## config.mk

```make
export PLATFORM = sky130hd
export DESIGN_NAME = fp_nan_unit
export DESIGN_NICKNAME = d
export VERILOG_FILES = /design/src/rtl/fp_nan_pkg.sv /design/src/rtl/fp_field_split.sv /design/src/rtl/fp_nan_detect.sv /design/src/rtl/fp_nan_quieter.sv /design/src/rtl/fp_nan_unit.sv
export SDC_FILE = /design/constraint.sdc
export NUM_CORES = 1
export LEC_CHECK = 0
export BUFFER_PORTS_ARGS = -buffer_cell sky130_fd_sc_hd__clkbuf_2
export CORE_MARGIN = 10
export CORE_UTILIZATION = 30
export DETAILED_ROUTE_END_ITERATION = 8
export GPL_TIMING_DRIVEN = 0
export PLACE_DENSITY = 0.85
export SLEW_MARGIN = 20
export SYNTH_ARGS = -nofsm -noshare
export SYNTH_HDL_FRONTEND = slang
export SYNTH_SLANG_ARGS = --single-unit
```

## constraint.sdc

```tcl
create_clock -name vclk -period 2.07
set_clock_uncertainty 0.2 [all_clocks]
set_input_delay 0.3105 -clock vclk [all_inputs]
set_output_delay 0.3105 -clock vclk [all_outputs]
set_load 0.005 [all_outputs]
```

## src/rtl/fp_nan_pkg.sv

```systemverilog
package fp_nan_pkg;
  typedef enum logic [2:0] {
    CLS_ZERO = 3'd0,
    CLS_SUB  = 3'd1,
    CLS_NORM = 3'd2,
    CLS_INF  = 3'd3,
    CLS_QNAN = 3'd4,
    CLS_SNAN = 3'd5
  } fp_class_e;
endpackage

```

## src/rtl/fp_field_split.sv

```systemverilog
module fp_field_split #(
  parameter int EXP_W  = 8,
  parameter int FRAC_W = 23
) (
  input  logic [EXP_W+FRAC_W:0] word_i,
  output logic                  sign_o,
  output logic [EXP_W-1:0]      exp_o,
  output logic [FRAC_W-1:0]     frac_o,
  output logic                  exp_ones_o,
  output logic                  exp_zero_o,
  output logic                  frac_zero_o
);
  assign sign_o      = word_i[EXP_W+FRAC_W];
  assign exp_o       = word_i[EXP_W+FRAC_W-1:FRAC_W];
  assign frac_o      = word_i[FRAC_W-1:0];
  assign exp_ones_o  = &exp_o;
  assign exp_zero_o  = ~|exp_o;
  assign frac_zero_o = ~|frac_o;
endmodule

```

## src/rtl/fp_nan_detect.sv

```systemverilog
module fp_nan_detect
  import fp_nan_pkg::*;
(
  input  logic      exp_ones_i,
  input  logic      exp_zero_i,
  input  logic      frac_zero_i,
  input  logic      qbit_i,
  input  logic      legacy_i,
  output logic      is_nan_o,
  output logic      is_snan_o,
  output fp_class_e class_o
);
  assign is_nan_o  = exp_ones_i & ~frac_zero_i;
  // signaling when quiet-indicator bit equals the legacy flag
  assign is_snan_o = is_nan_o & (qbit_i == legacy_i);

  always_comb begin
    if (exp_ones_i)
      class_o = frac_zero_i ? CLS_INF : (is_snan_o ? CLS_SNAN : CLS_QNAN);
    else if (exp_zero_i)
      class_o = frac_zero_i ? CLS_ZERO : CLS_SUB;
    else
      class_o = CLS_NORM;
  end

  always_comb begin
    AST_SNAN_IS_NAN: assert (!is_snan_o || is_nan_o);
    AST_INF_NOT_NAN: assert (!(exp_ones_i && frac_zero_i) || !is_nan_o);
  end
endmodule

```

## src/rtl/fp_nan_quieter.sv

```systemverilog
module fp_nan_quieter #(
  parameter int EXP_W  = 8,
  parameter int FRAC_W = 23
) (
  input  logic                  sign_i,
  input  logic [EXP_W-1:0]      exp_i,
  input  logic [FRAC_W-1:0]     frac_i,
  input  logic                  is_snan_i,
  input  logic                  legacy_i,
  input  logic                  req_i,
  output logic [EXP_W+FRAC_W:0] word_o,
  output logic                  invalid_o
);
  localparam int QB = FRAC_W - 1;
  localparam int GB = FRAC_W - 2;

  logic              fire;
  logic [FRAC_W-1:0] frac_q;

  assign fire = req_i & is_snan_i;

  always_comb begin
    frac_q = frac_i;
    if (fire) begin
      if (!legacy_i) begin
        frac_q[QB] = 1'b1;
      end else begin
        frac_q[QB] = 1'b0;
        if (frac_q == '0) frac_q[GB] = 1'b1; // keep result a NaN
      end
    end
  end

  assign word_o    = {sign_i, exp_i, frac_q};
  assign invalid_o = fire;

  always_comb begin
    AST_QUIET_STAYS_NAN: assert (!invalid_o || ((&word_o[EXP_W+FRAC_W-1:FRAC_W]) && (|word_o[FRAC_W-1:0])));
    AST_OUT_IS_QUIET: assert (!invalid_o || (word_o[QB] != legacy_i));
    AST_HEAD_KEPT: assert (word_o[EXP_W+FRAC_W:FRAC_W] == {sign_i, exp_i});
    AST_PASS_THRU: assert (invalid_o || (word_o[FRAC_W-1:0] == frac_i));
    AST_FLAG_NEEDS_SNAN: assert (!invalid_o || (is_snan_i && req_i));
  end
endmodule

```

## src/rtl/fp_nan_unit.sv

```systemverilog
module fp_nan_unit
  import fp_nan_pkg::*;
#(
  parameter int EXP_W  = 8,
  parameter int FRAC_W = 23
) (
  input  logic [EXP_W+FRAC_W:0] word_i,
  input  logic                  legacy_mode_i,
  input  logic                  quiet_req_i,
  output logic [EXP_W+FRAC_W:0] word_o,
  output logic                  is_nan_o,
  output logic                  is_snan_o,
  output logic                  invalid_o,
  output logic [2:0]            class_o
);
  logic              sign;
  logic [EXP_W-1:0]  exp_f;
  logic [FRAC_W-1:0] frac_f;
  logic              exp_ones, exp_zero, frac_zero;
  fp_class_e         cls;

  fp_field_split #(.EXP_W(EXP_W), .FRAC_W(FRAC_W)) u_split (
    .word_i      (word_i),
    .sign_o      (sign),
    .exp_o       (exp_f),
    .frac_o      (frac_f),
    .exp_ones_o  (exp_ones),
    .exp_zero_o  (exp_zero),
    .frac_zero_o (frac_zero)
  );

  fp_nan_detect u_detect (
    .exp_ones_i  (exp_ones),
    .exp_zero_i  (exp_zero),
    .frac_zero_i (frac_zero),
    .qbit_i      (frac_f[FRAC_W-1]),
    .legacy_i    (legacy_mode_i),
    .is_nan_o    (is_nan_o),
    .is_snan_o   (is_snan_o),
    .class_o     (cls)
  );

  fp_nan_quieter #(.EXP_W(EXP_W), .FRAC_W(FRAC_W)) u_quiet (
    .sign_i    (sign),
    .exp_i     (exp_f),
    .frac_i    (frac_f),
    .is_snan_i (is_snan_o),
    .legacy_i  (legacy_mode_i),
    .req_i     (quiet_req_i),
    .word_o    (word_o),
    .invalid_o (invalid_o)
  );

  assign class_o = cls;

  always_comb begin
    AST_NAN_MATCH_CLASS: assert (is_nan_o == (class_o == CLS_QNAN || class_o == CLS_SNAN));
    AST_SNAN_MATCH_CLASS: assert (is_snan_o == (class_o == CLS_SNAN));
    AST_NO_REQ_PASS: assert (quiet_req_i || (word_o == word_i && !invalid_o));
  end
endmodule

```

==> results of run 1 <==
-- per-layer routing --
metal	up-vias	GRT usage, %
li1	347	-
met1	298	9.666
met2	47	20.49
met3	2	4.721
met4	0	1.007
met5	-	0
-- per-stage QoR --
step,cell area (um^2),instances,utilization [%]
floorplan,445.4,65,-
global placement,819.5,151,60.70
detailed placement,819.5,151,60.70
CTS,843.3,151,62.47
global route,912.1,151,67.56
finish,912.1,151,67.56
-- power groups by stage --
stage	logic (mW)	registers (mW)	clock network, mW
after floorplan	0.0586	0	0
after global placement	0.133	0	0
after detailed placement	0.137	0	0
after CTS	0.140	0	0
after global routing	0.166	0	0
final	0.152	0	0
-- synth_stat cells, drive strengths merged --
master,n
or4,2
nand4,3
a21oi,2
o21a,1
a32oi,1
inv,3
or2,1
o211ai,1
o21ai,1
nor4,6
buf,31
a211oi,1
nand2,3
nor3b,1
a21boi,1
nor2,4
nand2b,1
o31ai,2
-- worst max-delay path, cell delays in order --
cell	delay (ns)
clkbuf_2	0.10
nor4_2	0.28
nand4_1	0.22
or2_1	0.31
o31ai_2	0.19
buf_2	0.16
-- timing repair --
action,CTS,global route
resized for setup,4,21
pin swaps,3,3
endpoints found under the setup margin,3,6
hold buffers,0,0
-- kinds of logic (layout without fill, tap and decap cells) --
logic type / after synthesis / count (layout) / synth area share [%]
AOI/OAI and AO/OA: 10 / 10 / 15.45
buffers and inverters: 34 / 105 / 54.77
and+or+nand+nor: 21 / 21 / 29.78
-- layout make-up --
type,count,area share [%]
Multi-Input combinational cell,31,29.08
Buffer,31,25.51
Inverter,3,1.235
Timing Repair Buffer,71,42.11
Tap cell,15,2.058
-- how the worst max path moves through the flow --
stage	start	end	slack (ns)
after floorplan	word_i[28]	class_o[0]	0.29
after global placement	word_i[16]	word_o[21]	-0.08
after detailed placement	word_i[1]	word_o[21]	-0.09
after CTS	word_i[1]	word_o[21]	-0.02
after global routing	word_i[21]	word_o[21]	-0.11
final	word_i[12]	word_o[21]	-0.01
==> impl_results.md, run 1 <==
* Die area at around 0.0034 mm^2
* Seq pwr share at 0%
* Clock Power Share at 0%
* Slew margin rel. at a little under three quarters
* Hold Path Depth at 2
* Core area at 0.001350 mm^2
* Routed wire length on met2 at around 1100 um
* GRT Total Usage at 10.37%
* Starting density of the core at ~33%
* Final Hold Viols at 0
* Share of cells above drive strength 1 at around 83%
* Post-route DRC at 0
* Routability Congestion at just over 0.7
* Hold path startpoint: word_i[31]
* Pwr Density at 166.8 mW/mm^2
* Routed WL at 2194 um
* I/O Buffers at 71
* Multi-input combinational cell area at 265.3 um^2
* Synth area leaders: buf_4, nor4_1, or4_4, nand4_1, o31ai_1
* N_diodes at 0
* NetSw at ~0.060 mW
* Seq_cells at 0
* Leak at 0.5152 nW
* Routed via count at just under 700
* Critical Path RT at between 1.5 and 2 ns
* Avg WL per Cell at around 15 um
* Max Cap Violations at 0
* Met3 Routed Length at 258 um
* Via density at about 4.6
* FMAX at about 480 MHz
* Most common cell after layout, fill and taps aside: clkbuf_2
* Total gr overflow at 0
* Hold Worst Slack at 0.5930 ns
* Distinct cells, synth at 19
* Die Ht at approximately 60 um
* Vias in the first global route at roughly 750
* Critical Path Sink Type: output port
* Syn-to-layout area delta at 104.8%
* Setup Viol. Count Final at 1
* Number of fillers in the final layout at 115
* Most frequent cells in the layout: clkbuf_2, buf_4
* Status: finished, violations left
* First-pass GRT wire length at between 3000 and 4000 um
* Total Power at about 0.15 mW
* Drt pass-1 iters at 4
* RSZ-0062 raised after global routing: true
* Post-route ant nets at 0
* 1st-iter DRT viols at 3
* Setup CP Type: in2out
* Post-Synthesis Cells at 65
* Post-Syn Area at 445.4 um^2
* Failing checks: setup timing
* Top layer in use: met4
* Synthesized area per cell at roughly 7 um^2
* # rows at 13
* Logic pwr share at 100.0%
* Register area at 0 um^2
* Worst Setup Start Kind: primary input
* Worst vdd ir at 0.00006798 V
* Maximum fanout along the worst path at 5
* Clk_buf instances at 0
* Synth warnings at 0
* Crit path arrival time at 1.57 ns
* M1 wire length at between 700 and 800 um
* Post-Route Setup TNS at -0.01040 ns
* Post-synth top area share at roughly 52%
* Hold endpoint: word_o[31]
* Pre-CTS setup slack at -0.09040 ns
* HP Class: in2out
* I/O Pins at 72
* Largest net degree at the start of global routing at 8
* Syn_nets at a little under 100
* Initial antenna violation count at 0
* Sequential area share after synthesis at 0%
* Area leader, netlist: buf_4
* Postcts setup bufs at 0
* Least-Margin Pin Slew at between 0.4 and 0.5 ns
* Min cycle time layout at 2.080 ns
* Switching share of power at 39.63%
* DP HPWL at roughly 1900 um
* Int Pwr at 0.09185 mW
* Final Net Count at 172
* Crit share post-route at 100.5%
* Die Span X at just under 60 um
* Final slew viol count at 0
* Final Worst Setup Slack at -0.01040 ns
Note: power is estimated with default switching activity, not from simulation.
==> run 2, diff against run 1 <==
--- a/config.mk
+++ b/config.mk
@@ -7,11 +7,12 @@
 export LEC_CHECK = 0
 export BUFFER_PORTS_ARGS = -buffer_cell sky130_fd_sc_hd__clkbuf_2
 export CORE_MARGIN = 10
-export CORE_UTILIZATION = 30
+export CORE_UTILIZATION = 32
 export DETAILED_ROUTE_END_ITERATION = 8
 export GPL_TIMING_DRIVEN = 0
-export PLACE_DENSITY = 0.85
+export PLACE_DENSITY = 0.9
 export SLEW_MARGIN = 20
 export SYNTH_ARGS = -nofsm -noshare
 export SYNTH_HDL_FRONTEND = slang
 export SYNTH_SLANG_ARGS = --single-unit
+export TNS_END_PERCENT = 50
==> constraint.sdc (replaced) <==
create_clock -name vclk -period 2.69
set_clock_uncertainty 0.2 [all_clocks]
set_input_delay 0.4035 -clock vclk [all_inputs]
set_output_delay 0.4035 -clock vclk [all_outputs]
set_load 0.005 [all_outputs]
==> run 2 against run 1 <==
Effect of this change:
- critical endpoint unchanged
- worst setup slack improved by 0.36 ns
- wire length decreased by 11%
- clock-buffer cell count unchanged
- die area shrank 4.1%
- the flow now finishes without violations
- sequential share of layout area unchanged
- largest cell class unchanged
- non-clock buffer count did not move
- hold slack better by 0.19 ns
==> impl_results.md, run 2 (same netlist as run 1, synthesis figures left out) <==
* Min cycle time layout at 2.339 ns
* Maximum fanout along the worst path at 5 (unchanged)
* Routed via count at 671 (-3.3%)
* Die area at 0.003284 mm^2 (-4.1%)
* Largest stage delay on the critical path at 0.32 ns (about the same)
* GRT Total Usage at 10.71% (+0.34 points)
* Initial antenna violation count at 0 (unchanged)
* Vias in the first global route at 699 (-6.7%)
* Cells along the critical path: clkbuf_2 > nor4_1 > nand4_1 > or2_1 > o31ai_1 > clkbuf_2
* DP HPWL at 1916 um (+0.88%)
* Clk_buf instances at 0 (unchanged)
* Syn-to-layout area delta at 83.99%
* Slowest cell on the critical path: nor4_1
* Drt pass-1 iters at 4 (unchanged)
* Least-Margin Pin Slew at 0.3876 ns (-0.04788 ns)
* Grt met1 use at 11.59% (+1.9 points)
* Routing usage on met2 at 18.29% (-2.2 points)
* CTS Hold Buffers Added at 0 (unchanged)
* Most used cell along the critical path: clkbuf_2
* Die Span X at 57.31 um (-2.1%)
* Final slew viol count at 0 (unchanged)
* Final Non-Filler Cells at 151 (unchanged)
* Leak at 0.4991 nW (-3.1%)
* Grt met3 use at 6.858% (+2.1 points)
* I/O Pins at 72 (unchanged)
* # rows at 13 (unchanged)
* Starting density of the core at 34.23% (+1.2 points)
* FMAX at 427.6 MHz
* Resized Gates After CTS at 0 (-4)
* Critical Path RT at 2.09 ns (+0.53 ns)
* Status: complete, no violations
* HP Class: in2out
* RSZ-0062 raised after global routing: false
* Final Hold Viols at 0 (unchanged)
* Pwr Density at 126.1 mW/mm^2 (-24%)
* Avg WL per Cell at 12.99 um (-11%)
* N_diodes at 0 (unchanged)
* Slew margin rel. at 74.06% (+3.2 points)
* I/O Buffers at 71 (unchanged)
* Most common cell after layout, fill and taps aside: clkbuf_2
* Hold Worst Slack at 0.7811 ns (+0.1881 ns)
* Die Ht at 57.31 um (-2.1%)
* Inst Count DP at 151 (unchanged)
* 1st-iter DRT viols at 5 (+2)
* Post-route DRC at 0 (unchanged)
* Total gr overflow at 0 (unchanged)
* Routed WL at 1961 um (-11%)
* Max Cap Violations at 0 (unchanged)
* Critical Path Sink Type: output port
* Postcts setup bufs at 0 (unchanged)
* Core area at 0.001301 mm^2 (-3.6%)
* Via density at 4.444 (-3.3%)
* Seq_cells at 0 (unchanged)
* Crit path arrival time at 1.74 ns (+0.17 ns)
* Worst Setup Start Kind: primary input
* Crit share post-route at between 80 and 90%
* Largest net degree at the start of global routing at 8 (unchanged)
* Setup CP Type: in2out
* Share of cells above drive strength 1 at 77.21% (-5.9 points)
* Post-route ant nets at 0 (unchanged)
* Final Net Count at 172 (unchanged)
* Total Power at 0.1033 mW (-32%)
* Post-Route Setup TNS at 0 ns (+0.01040 ns)
* Worst vdd ir at 0.00007293 V (+7.3%)
* Routability Congestion at 0.7138 (-0.67%)
* Setup Viol. Count Final at 0 (-1)
* Most frequent cells in the layout: clkbuf_2, buf_4, nor4_1
* Global route hottest layer: met2
* First-pass GRT wire length at 3036 um (-0.65%)
* Register area at 0 um^2 (unchanged)
## run 2: cell count changes in the layout (fill, tap and decap cells not counted)
cell,previous run,this run
a211oi_1,0,1
a211oi_2,1,0
buf_2,3,0
buf_6,3,0
buf_8,1,0
clkbuf_2,64,71
nor4_1,1,6
nor4_2,3,0
nor4_4,2,0
o31ai_1,0,2
o31ai_2,2,0
## run 2: worst paths after layout
kind,start,to,slack [ns],cells after the start
max,word_i[1],word_o[21],0.35,6
min,word_i[31],word_o[31],0.78,2
## run 2: cell type report
type / instances / area, um^2
Buffer: 31 / 232.7
Tap cell: 15 / 18.77
Inverter: 3 / 11.26
Multi-Input combinational cell: 31 / 201.4
Fill cell: 127 / 481.7
Timing Repair Buffer: 71 / 355.3
## run 2: stage by stage
step	util (%)	worst slack (ns)	cell area [um^2]
finish	62.98	0.3515	819.5
global route	62.98	0.1741	819.5
CTS	62.98	0.3345	819.5
detailed placement	62.98	0.3339	819.5
global placement	62.98	0.3519	819.5
floorplan	-	0.7191	445.4
## run 2: per-layer routing
layer | up-vias | routed length [um]
met2 | 50 | 883
met5 | - | 0
met3 | 0 | 319
li1 | 347 | -
met1 | 274 | 758
met4 | 0 | 0
## run 2: critical path, delay by kind of cell
kind                   cells  cell delay (ns)
and+or+nand+nor            3             0.84
buffers and inverters      2             0.25
AOI/OAI and AO/OA          1             0.25
## run 2: power breakdown
| part | internal (mW) | switching [mW] |
|---|---|---|
| registers | 0 | 0 |
| clock network | 0 | 0 |
| logic | 0.0645 | 0.0388 |
| total | 0.0645 | 0.0388 |
